$ cat config.mk
export PLATFORM = sky130hd
export DESIGN_NAME = sertx_ctrl
export DESIGN_NICKNAME = d
export VERILOG_FILES = /design/src/rtl/sertx_pkg.sv /design/src/rtl/sertx_shifter.sv /design/src/rtl/sertx_attempts.sv /design/src/rtl/sertx_ctrl.sv
export SDC_FILE = /design/constraint.sdc
export NUM_CORES = 1
export LEC_CHECK = 0
export BUFFER_PORTS_ARGS = -buffer_cell sky130_fd_sc_hd__buf_2
export CELL_PAD_IN_SITES_DETAIL_PLACEMENT = 1
export CELL_PAD_IN_SITES_GLOBAL_PLACEMENT = 1
export CORE_MARGIN = 8
export CORE_UTILIZATION = 25
export DETAILED_ROUTE_END_ITERATION = 10
export MAX_ROUTING_LAYER = met4
export PLACE_DENSITY = 0.57
export SLEW_MARGIN = 20
export SYNTH_ARGS = -nofsm -noshare
export SYNTH_HDL_FRONTEND = slang
export SYNTH_HIERARCHICAL = 1
export SYNTH_SLANG_ARGS = --single-unit
$ cat constraint.sdc
create_clock -name clk -period 1.8 [get_ports clk]
set_input_delay 0.09 -clock clk [delete_from_list [all_inputs] [get_ports clk]]
set_output_delay 0.09 -clock clk [all_outputs]
set_load 0.03 [all_outputs]
$ cat src/rtl/sertx_pkg.sv
// Shared types and helpers for the serial transmit controller.
// Assumes: preamble bit order starts with a 1 and alternates.
package sertx_pkg;

    typedef enum logic [2:0] {
        ST_IDLE    = 3'd0,
        ST_PRE     = 3'd1,
        ST_DATA    = 3'd2,
        ST_JAM     = 3'd3,
        ST_BACKOFF = 3'd4,
        ST_HB      = 3'd5
    } tx_state_t;

    // Bit sent at position idx of the preamble+sync field.
    function automatic logic pre_bit(input int unsigned idx, input int unsigned n_alt);
        if (idx < n_alt) return (idx % 2) == 0;
        return 1'b1;
    endfunction

endpackage

$ cat src/rtl/sertx_shifter.sv
// Byte serializer: holds the not-yet-sent upper bits of a byte.
// Assumes: the bit 0 of a loaded byte is sent by the caller on load.
module sertx_shifter #(
    parameter int W = 8
) (
    input  logic         clk,
    input  logic         rst_n,
    input  logic         load,
    input  logic         shift,
    input  logic [W-1:0] din,
    output logic         head
);
    logic [W-1:0] sh_q;

    // Load the byte shifted by one, or shift right by one each bit.
    always_ff @(posedge clk) begin
        if (!rst_n)     sh_q <= '0;
        else if (load)  sh_q <= din >> 1;
        else if (shift) sh_q <= sh_q >> 1;
    end

    assign head = sh_q[0];
endmodule

$ cat src/rtl/sertx_attempts.sv
// Attempt counter: counts retries of one packet and flags the limit.
// Assumes: clr and inc are never asserted together.
module sertx_attempts #(
    parameter int MAX_RETRY = 15,
    localparam int AW = $clog2(MAX_RETRY + 1)
) (
    input  logic          clk,
    input  logic          rst_n,
    input  logic          clr,
    input  logic          inc,
    output logic [AW-1:0] count,
    output logic          at_limit
);
    // Retry count, cleared per packet, stepped after each jam.
    always_ff @(posedge clk) begin
        if (!rst_n || clr) count <= '0;
        else if (inc)      count <= count + 1'b1;
    end

    assign at_limit = (count == AW'(MAX_RETRY));
endmodule

$ cat src/rtl/sertx_ctrl.sv
// Serial transmit controller: preamble/sync, LSB-first data, jam and
// automatic retry on collision, heartbeat check after a clean end.
// Assumes: clk is the bit clock; the source rewinds on backoff_done.
module sertx_ctrl #(
    parameter int DATA_W    = 8,
    parameter int PRE_BITS  = 62,
    parameter int SYNC_BITS = 2,
    parameter int JAM_BITS  = 32,
    parameter int MAX_RETRY = 15,
    parameter int HB_WINDOW = 64
) (
    input  logic              clk,
    input  logic              rst_n,
    input  logic              start,
    input  logic              byte_valid,
    input  logic [DATA_W-1:0] byte_data,
    input  logic              byte_last,
    output logic              byte_take,
    input  logic              col_in,
    input  logic              backoff_done,
    output logic              ser_out,
    output logic              tx_en,
    output logic              busy,
    output logic              abort_flag,
    output logic              hb_fail,
    output logic              underrun_flag
);
    import sertx_pkg::*;

    localparam int CNT_W   = $clog2(PRE_BITS + SYNC_BITS + JAM_BITS + HB_WINDOW + 1);
    localparam int BIDX_W  = $clog2(DATA_W);
    localparam int AW      = $clog2(MAX_RETRY + 1);
    localparam int PRE_END = PRE_BITS + SYNC_BITS - 1;
    localparam int JAM_END = JAM_BITS - 2;
    localparam int HB_END  = HB_WINDOW - 1;

    tx_state_t         state_q;
    logic [CNT_W-1:0]  cnt_q;
    logic [BIDX_W-1:0] bidx_q;
    logic              last_q;
    logic              ser_q, txen_q;
    logic              abort_q, hbf_q, und_q;
    logic              head;
    logic              start_ok, atm_inc, at_limit, shift_en;
    logic [AW-1:0]     atm_cnt;

    assign busy      = (state_q != ST_IDLE) || txen_q;
    assign start_ok  = start && !busy;
    assign byte_take = (state_q == ST_DATA) && !col_in && (bidx_q == '0) && byte_valid;
    assign shift_en  = (state_q == ST_DATA) && !col_in && (bidx_q != '0);
    assign atm_inc   = (state_q == ST_JAM) && (cnt_q == CNT_W'(JAM_END)) && !at_limit;

    sertx_shifter #(.W(DATA_W)) shf_i (
        .clk(clk), .rst_n(rst_n), .load(byte_take), .shift(shift_en),
        .din(byte_data), .head(head)
    );

    sertx_attempts #(.MAX_RETRY(MAX_RETRY)) atm_i (
        .clk(clk), .rst_n(rst_n), .clr(start_ok), .inc(atm_inc),
        .count(atm_cnt), .at_limit(at_limit)
    );

    // Sequencer: state, counters, line outputs and sticky flags.
    always_ff @(posedge clk) begin
        if (!rst_n) begin
            state_q <= ST_IDLE;
            cnt_q   <= '0;
            bidx_q  <= '0;
            last_q  <= 1'b0;
            ser_q   <= 1'b0;
            txen_q  <= 1'b0;
            abort_q <= 1'b0;
            hbf_q   <= 1'b0;
            und_q   <= 1'b0;
        end else begin
            case (state_q)
                ST_IDLE: begin
                    ser_q  <= 1'b0;
                    txen_q <= 1'b0;
                    if (start_ok) begin
                        abort_q <= 1'b0;
                        hbf_q   <= 1'b0;
                        und_q   <= 1'b0;
                        cnt_q   <= '0;
                        state_q <= ST_PRE;
                    end
                end
                ST_PRE: begin
                    ser_q  <= pre_bit(32'(cnt_q), PRE_BITS);
                    txen_q <= 1'b1;
                    cnt_q  <= cnt_q + 1'b1;
                    if (cnt_q == CNT_W'(PRE_END)) begin
                        bidx_q  <= '0;
                        state_q <= ST_DATA;
                    end
                end
                ST_DATA: begin
                    txen_q <= 1'b1;
                    if (col_in) begin
                        ser_q   <= 1'b1;
                        cnt_q   <= '0;
                        state_q <= ST_JAM;
                    end else if (bidx_q == '0) begin
                        if (byte_valid) begin
                            ser_q  <= byte_data[0];
                            last_q <= byte_last;
                            bidx_q <= BIDX_W'(1);
                        end else begin
                            ser_q   <= 1'b0;
                            txen_q  <= 1'b0;
                            und_q   <= 1'b1;
                            state_q <= ST_IDLE;
                        end
                    end else begin
                        ser_q <= head;
                        if (bidx_q == BIDX_W'(DATA_W - 1)) begin
                            bidx_q <= '0;
                            if (last_q) begin
                                cnt_q   <= '0;
                                state_q <= ST_HB;
                            end
                        end else begin
                            bidx_q <= bidx_q + 1'b1;
                        end
                    end
                end
                ST_JAM: begin
                    ser_q  <= 1'b1;
                    txen_q <= 1'b1;
                    cnt_q  <= cnt_q + 1'b1;
                    if (cnt_q == CNT_W'(JAM_END)) begin
                        if (at_limit) begin
                            abort_q <= 1'b1;
                            state_q <= ST_IDLE;
                        end else begin
                            state_q <= ST_BACKOFF;
                        end
                    end
                end
                ST_BACKOFF: begin
                    ser_q  <= 1'b0;
                    txen_q <= 1'b0;
                    if (backoff_done) begin
                        cnt_q   <= '0;
                        state_q <= ST_PRE;
                    end
                end
                ST_HB: begin
                    ser_q  <= 1'b0;
                    txen_q <= 1'b0;
                    cnt_q  <= cnt_q + 1'b1;
                    if (col_in) begin
                        state_q <= ST_IDLE;
                    end else if (cnt_q == CNT_W'(HB_END)) begin
                        hbf_q   <= 1'b1;
                        state_q <= ST_IDLE;
                    end
                end
                default: state_q <= ST_IDLE;
            endcase
        end
    end

    assign ser_out       = ser_q;
    assign tx_en         = txen_q;
    assign abort_flag    = abort_q;
    assign hb_fail       = hbf_q;
    assign underrun_flag = und_q;
endmodule

Word-level counts from Yosys, hierarchy flattened --
Index checks and enable logic that the tools add are counted.
Storage, ports and cells: word-level logic and storage cells 130, bits in registers 31, output and inout port bits 7, input port bits 15
Operators by class: add/subtract/negate cells 3, reductions and logical operators 36, equality and inequality tests 27, multiplexer cells 51, bitwise operators 1, order comparisons 1
Operators by type and width (number):
- two-way mux 3 bit | 16
- two-way mux 8 bit | 6
- logical NOT 32 bit | 1
- case mux 8 bit (4 select lines) | 1
- two-way mux 1 bit | 19
- case mux 3 bit (6 select lines) | 1
- AND reduction 4 bit | 4
- two-way mux 7 bit | 2
- inequality test 2 bit (second input constant) | 7
- inequality test 3 bit (second input constant) | 4
- nonzero test 2 bit | 5
- == test 3 bit (second input constant) | 3
- nonzero test 3 bit | 3
- adder 8 x 1 -> 8 bit (second input constant) | 1
- == test 8 x 5 -> 1 bit (second input constant) | 1
- == test 8 x 6 -> 1 bit (second input constant) | 1
- less-than comparator 8 x 6 -> 1 bit (second input constant) | 1
- AND reduction 8 bit | 1
- nonzero test 4 bit | 2
- logical AND 1 bit | 7
- == test 3 x 2 -> 1 bit (second input constant) | 2
- logical NOT 3 bit | 2
- inequality test 2 x 1 -> 1 bit (second input constant) | 3
- case mux 1 bit (2 select lines) | 3
- other kinds (18) | 23

Depth between registers and ports, before layout --
depth in word-level cells 6, depth in mapped cells 7, mapped depth without buffers 7

Hierarchy --
Netlist, hierarchy kept.
By module, submodules not included:
- sertx_ctrl | times used 1, seq. area each 400.4 um^2, area each 1251.2 um^2, cells an instance 160
- sertx_shifter | times used 1, seq. area each 140.1 um^2, area each 364.1 um^2, cells an instance 30
- sertx_attempts | times used 1, seq. area each 80.1 um^2, area each 188.9 um^2, cells an instance 18

Least setup slack after synthesis --
Ideal clock, no wire load.
path type register -> register, start point reg bidx_q[0], end point reg state_q[2], path slack 32 ps, buffers on the path 0, stages on the path, launching flop included 8, required time 1678 ps, setup time 122 ps, arrival time 1646 ps, period minus slack after synthesis 1768 ps, cell sequence dfxtp_1 -> inv_1 -> ha_1 -> nor2b_1 -> and3_4 -> nand3b_4 -> or2_1 -> o311a_1
Between the ends: cells in the longest elaborated chain, start to end 4, elaborated cells on any way between the ends 9, those cells by class 4 x eq/ne; 3 x mux; 2 x reduce/logical
Ends and longest elaborated chain:
- start: declaration | RTL line sertx_ctrl.sv:39 | logic [BIDX_W-1:0] bidx_q;
- start signal: assignment | RTL line sertx_ctrl.sv:123 | bidx_q <= bidx_q + 1'b1;
- logical NOT 3 bit | RTL line sertx_ctrl.sv:103 | end else if (bidx_q == '0) begin
- two-way mux 3 bit | RTL line sertx_ctrl.sv:103
- two-way mux 3 bit | RTL line sertx_ctrl.sv:99 | if (col_in) begin
- case mux 3 bit (6 select lines) | RTL line sertx_ctrl.sv:76 | case (state_q)
- end signal: assignment | RTL line sertx_ctrl.sv:85 | state_q <= ST_PRE;
- end signal: assignment | RTL line sertx_ctrl.sv:102 | state_q <= ST_JAM;
- end signal: assignment | RTL line sertx_ctrl.sv:112 | state_q <= ST_IDLE;
- end: declaration | RTL line sertx_ctrl.sv:37 | tx_state_t state_q;
Parallel ways exist; a longest one is shown, timed or not. A chain may end at the register's enable or synchronous reset.

Worst setup path in the final report --
start point reg bidx_q[0], end point out byte_take
Between the ends: cells in the longest elaborated chain, start to end 3
Ends and longest elaborated chain:
- logical NOT 3 bit | RTL line sertx_ctrl.sv:49 | assign byte_take = (state_q == ST_DATA) && !col_in && (bidx_q == '0) && byte_valid;
- logical AND 1 bit (2 in a row) | RTL line sertx_ctrl.sv:49
- end: declaration | RTL line sertx_ctrl.sv:18 | output logic byte_take,
Every way passes these cells.

==> impl_metrics.json <==
{
  "finalCriticalPeriod_ns": 1.74,
  "n_antenna_cell": 0,
  "wl_met2_um": 2460,
  "synth_cell_types": 53,
  "fin_util_pct": 32.0,
  "skew_ns": 0.0103,
  "yosys.cell_count.top_type": "dfxtp_1",
  "pre_cts_ws_ns": -0.00715,
  "io_pins": 22,
  "grt_pass1_wl_um": 8580,
  "clockBufferDepth": 2,
  "drc": 0,
  "relSlewSlack_pct": 70.7,
  "antenna_found_initial": 0,
  "grt_max_degree": 21,
  "fin_crit_sh_pct": 96.5,
  "synthMuxAreaShare_pct": 7.21,
  "row_count": 31,
  "grtUsageTotal_pct": 11.1,
  "cts-buffers-inserted": 5,
  "cp_cell_sequence": "inv_1, ha_2, nor2b_4, and3_4, buf_4, buf_12, buf_6",
  "synthTopCellsByCount": "31 x dfxtp_1, 25 x nor2_1, 19 x nand2_1, 11 x a21oi_1, 10 x nand2b_1",
  "dp.cells": 335,
  "syn_area_sq_mm": 0.00180,
  "synthFlopType": "dfxtp_1",
  "place_area_sq_mm": 0.00211,
  "synth_compound_area_share_pct": 19.2,
  "design_area_sq_mm": 0.00228,
  "synth-edff-count": 0,
  "drv_slew": 0,
  "drv_cap": 0,
  "wl_um": 5160,
  "seq_power_share_pct": 34.4,
  "die_h_um": 101,
  "root_buffer": "clkbuf_8",
  "start_util_pct": 25.3,
  "core_area_sq_mm": 0.00714,
  "powerDensity_mw_per_mm2": 1000,
  "drt_pre_antenna_iters": 4,
  "p_switching_mw": 0.802,
  "drive_gt1_share_pct": 28.6,
  "tightest_slew_ns": 0.439,
  "grt_pass1_vias": 1755,
  "max_stage_delay_ns": 0.33,
  "synthArstFlopShare_pct": 0,
  "p_clk_share_pct": 32.0,
  "wl_met3_um": 97,
  "synth_top_family_by_area": "simple AND/OR/NAND/NOR gates",
  "synth-simple-area-share_pct": 30.2,
  "clock_latency_ns": 0.29,
  "cp_data_required_time_ns": 1.71,
  "crit_path_end_kind": "output pin",
  "yosysWarnings": 6,
  "crit_arrival_ns": 1.65,
  "ys_seq_area_share_pct": 34.4,
  "run_status": "finished clean",
  "cpMaxStageDelayCell": "dfxtp_2",
  "synth_xor_area_share_pct": 0.485,
  "crit_fanout": 14,
  "internal_power_mw": 1.49,
  "syn_area_per_cell_sq_um": 8.67,
  "hold_violations": 0,
  "synth_top_area_cell": "dfxtp_1",
  "startpoint_type": "flop",
  "gp_congestion": 0.817,
  "switching_share_pct": 35.0,
  "num_vias": 1619,
  "ant_nets": 0,
  "netlist.area_leader.share_pct": 34.4,
  "p_total_mw": 2.29,
  "clk_pin_slew_ns": 0.07,
  "max_clock_freq_mhz": 576,
  "synthTopCellsByArea": "dfxtp_1 34%, nor2_1 5.2%, mux2_4 5.0%, ha_1 4.2%, nand2_1 4.0%",
  "die_w_um": 101,
  "combPwrFrac_pct": 33.6,
  "holdBufCountCts": 0,
  "post_drt_wl_per_cell_um": 15.0,
  "htreeDepth": 2,
  "crit_type": "flop to output pin",
  "yosys.area_share.adder_pct": 4.16,
  "hold_class": "primary input to flop",
  "area_growth_pct": 26.5,
  "place.detailed.hpwl_um": 3890,
  "first_iter_violations": 51,
  "fin_nets": 265,
  "highest_layer": "met4",
  "die-area_sq_mm": 0.0102,
  "ir_worst_vdd_mv": 0.411,
  "portBuffers": 21,
  "setup_violations": 0,
  "layout_setup_ws_ns": 0.0627,
  "syn_nets": 229,
  "synthCells": 208,
  "cts_tree": "done",
  "clock-sinks": 31,
  "final_cells": 344,
  "overflow": 0,
  "synth_seq_cells": 31,
  "route.layer.met1.wl_um": 2550,
  "rsz0062_at_grt": "true",
  "leakage_nw": 1.00,
  "via_per_inst": 4.71
}
-- stage by stage --
| step | TNS, ns | hold WS (ns) |
|---|---|---|
| finish | 0 | 0.0419 |
| global route | -0.0729 | 0.0597 |
| CTS | 0 | 0.0357 |
| detailed placement | -0.00715 | 0.337 |
| global placement | 0 | 0.335 |
| floorplan | 0 | 0.223 |
-- cell usage in the layout (no fill, tap or decap), types with 5 or more instances in the layout --
cell type and instances:
nand2b_1 10, buf_4 15, nand3b_1 5, nand2_1 19, nor2_1 24, clkbuf_8 6
nor3_1 5, inv_1 7, a21oi_1 11, buf_2 20, ha_1 5, o211a_1 6
dfxtp_1 28, mux2_4 6, nand3_1 6, a31oi_1 6, o21ai_0 8
-- power groups by stage --
stage	Sequential, mW	Combinational (mW)	Clock, mW
6_report	0.789	0.771	0.734
3_5_place_dp	0.802	0.766	0
5_1_grt	0.797	0.848	0.792
4_1_cts	0.788	0.770	0.755
2_1_floorplan	0.855	0.450	0
3_3_place_gp	0.802	0.760	0
-- path summary, 6_finish.rpt --
path	from	endpoint	slack (ns)	cells past startpoint
worst max-delay path	bidx_q[0]	byte_take	0.06	7
worst min-delay path	byte_last	last_q	0.04	3
worst max register to register	bidx_q[0]	state_q[2]	0.07	7
worst min register to register	abort_flag	abort_flag	0.48	2
-- flip-flops by register name, summed over array words and instances (netlist names) --
signal,count
abort_flag,1
atm_i/count,4
bidx_q,3
cnt_q,8
hb_fail,1
last_q,1
ser_out,1
shf_i/sh_q,7
state_q,3
tx_en,1
underrun_flag,1
-- cell families (layout without fill, tap and decap cells) --
logic type,after synthesis,after routing
AO/OA/AOI/OAI,49,49
XOR/XNOR,1,1
adder cells (fa/ha/maj),6,6
buffers and inverters,16,53
flip-flops,31,31
multiplexers,10,10
AND/OR/NAND/NOR,95,95
-- layer usage --
layer	vias to the layer above	GRT usage (%)
met3	2	2.28
met4	0	5.27
met1	783	13.0
met5	-	-
li1	818	-
met2	16	17.9
-- critical path, delay by kind of cell, from the launching register on --
kind / cells / cell delay (ns)
DFF: 1 / 0.33
buffers and inverters: 4 / 0.46
and+or+nand+nor: 2 / 0.36
adders and majority gates: 1 / 0.20
-- cell type report --
cell class / count / area (sq um)
Sequential cell: 31 / 624
Fill cell: 867 / 4850
Timing Repair Buffer: 38 / 264
Inverter: 7 / 26.3
Multi-Input combinational cell: 161 / 1130
Clock inverter: 2 / 35.0
Clock buffer: 6 / 82.6
Tap cell: 99 / 124
-- what timing repair did --
| action | CTS | global route |
|---|---|---|
| setup endpoints to repair | 2 | 4 |
| buffers inserted | 1 | 0 |
| pin swaps | 0 | 1 |
| gates resized for setup | 7 | 7 |
No activity file was read; power rests on OpenSTA's default activity.
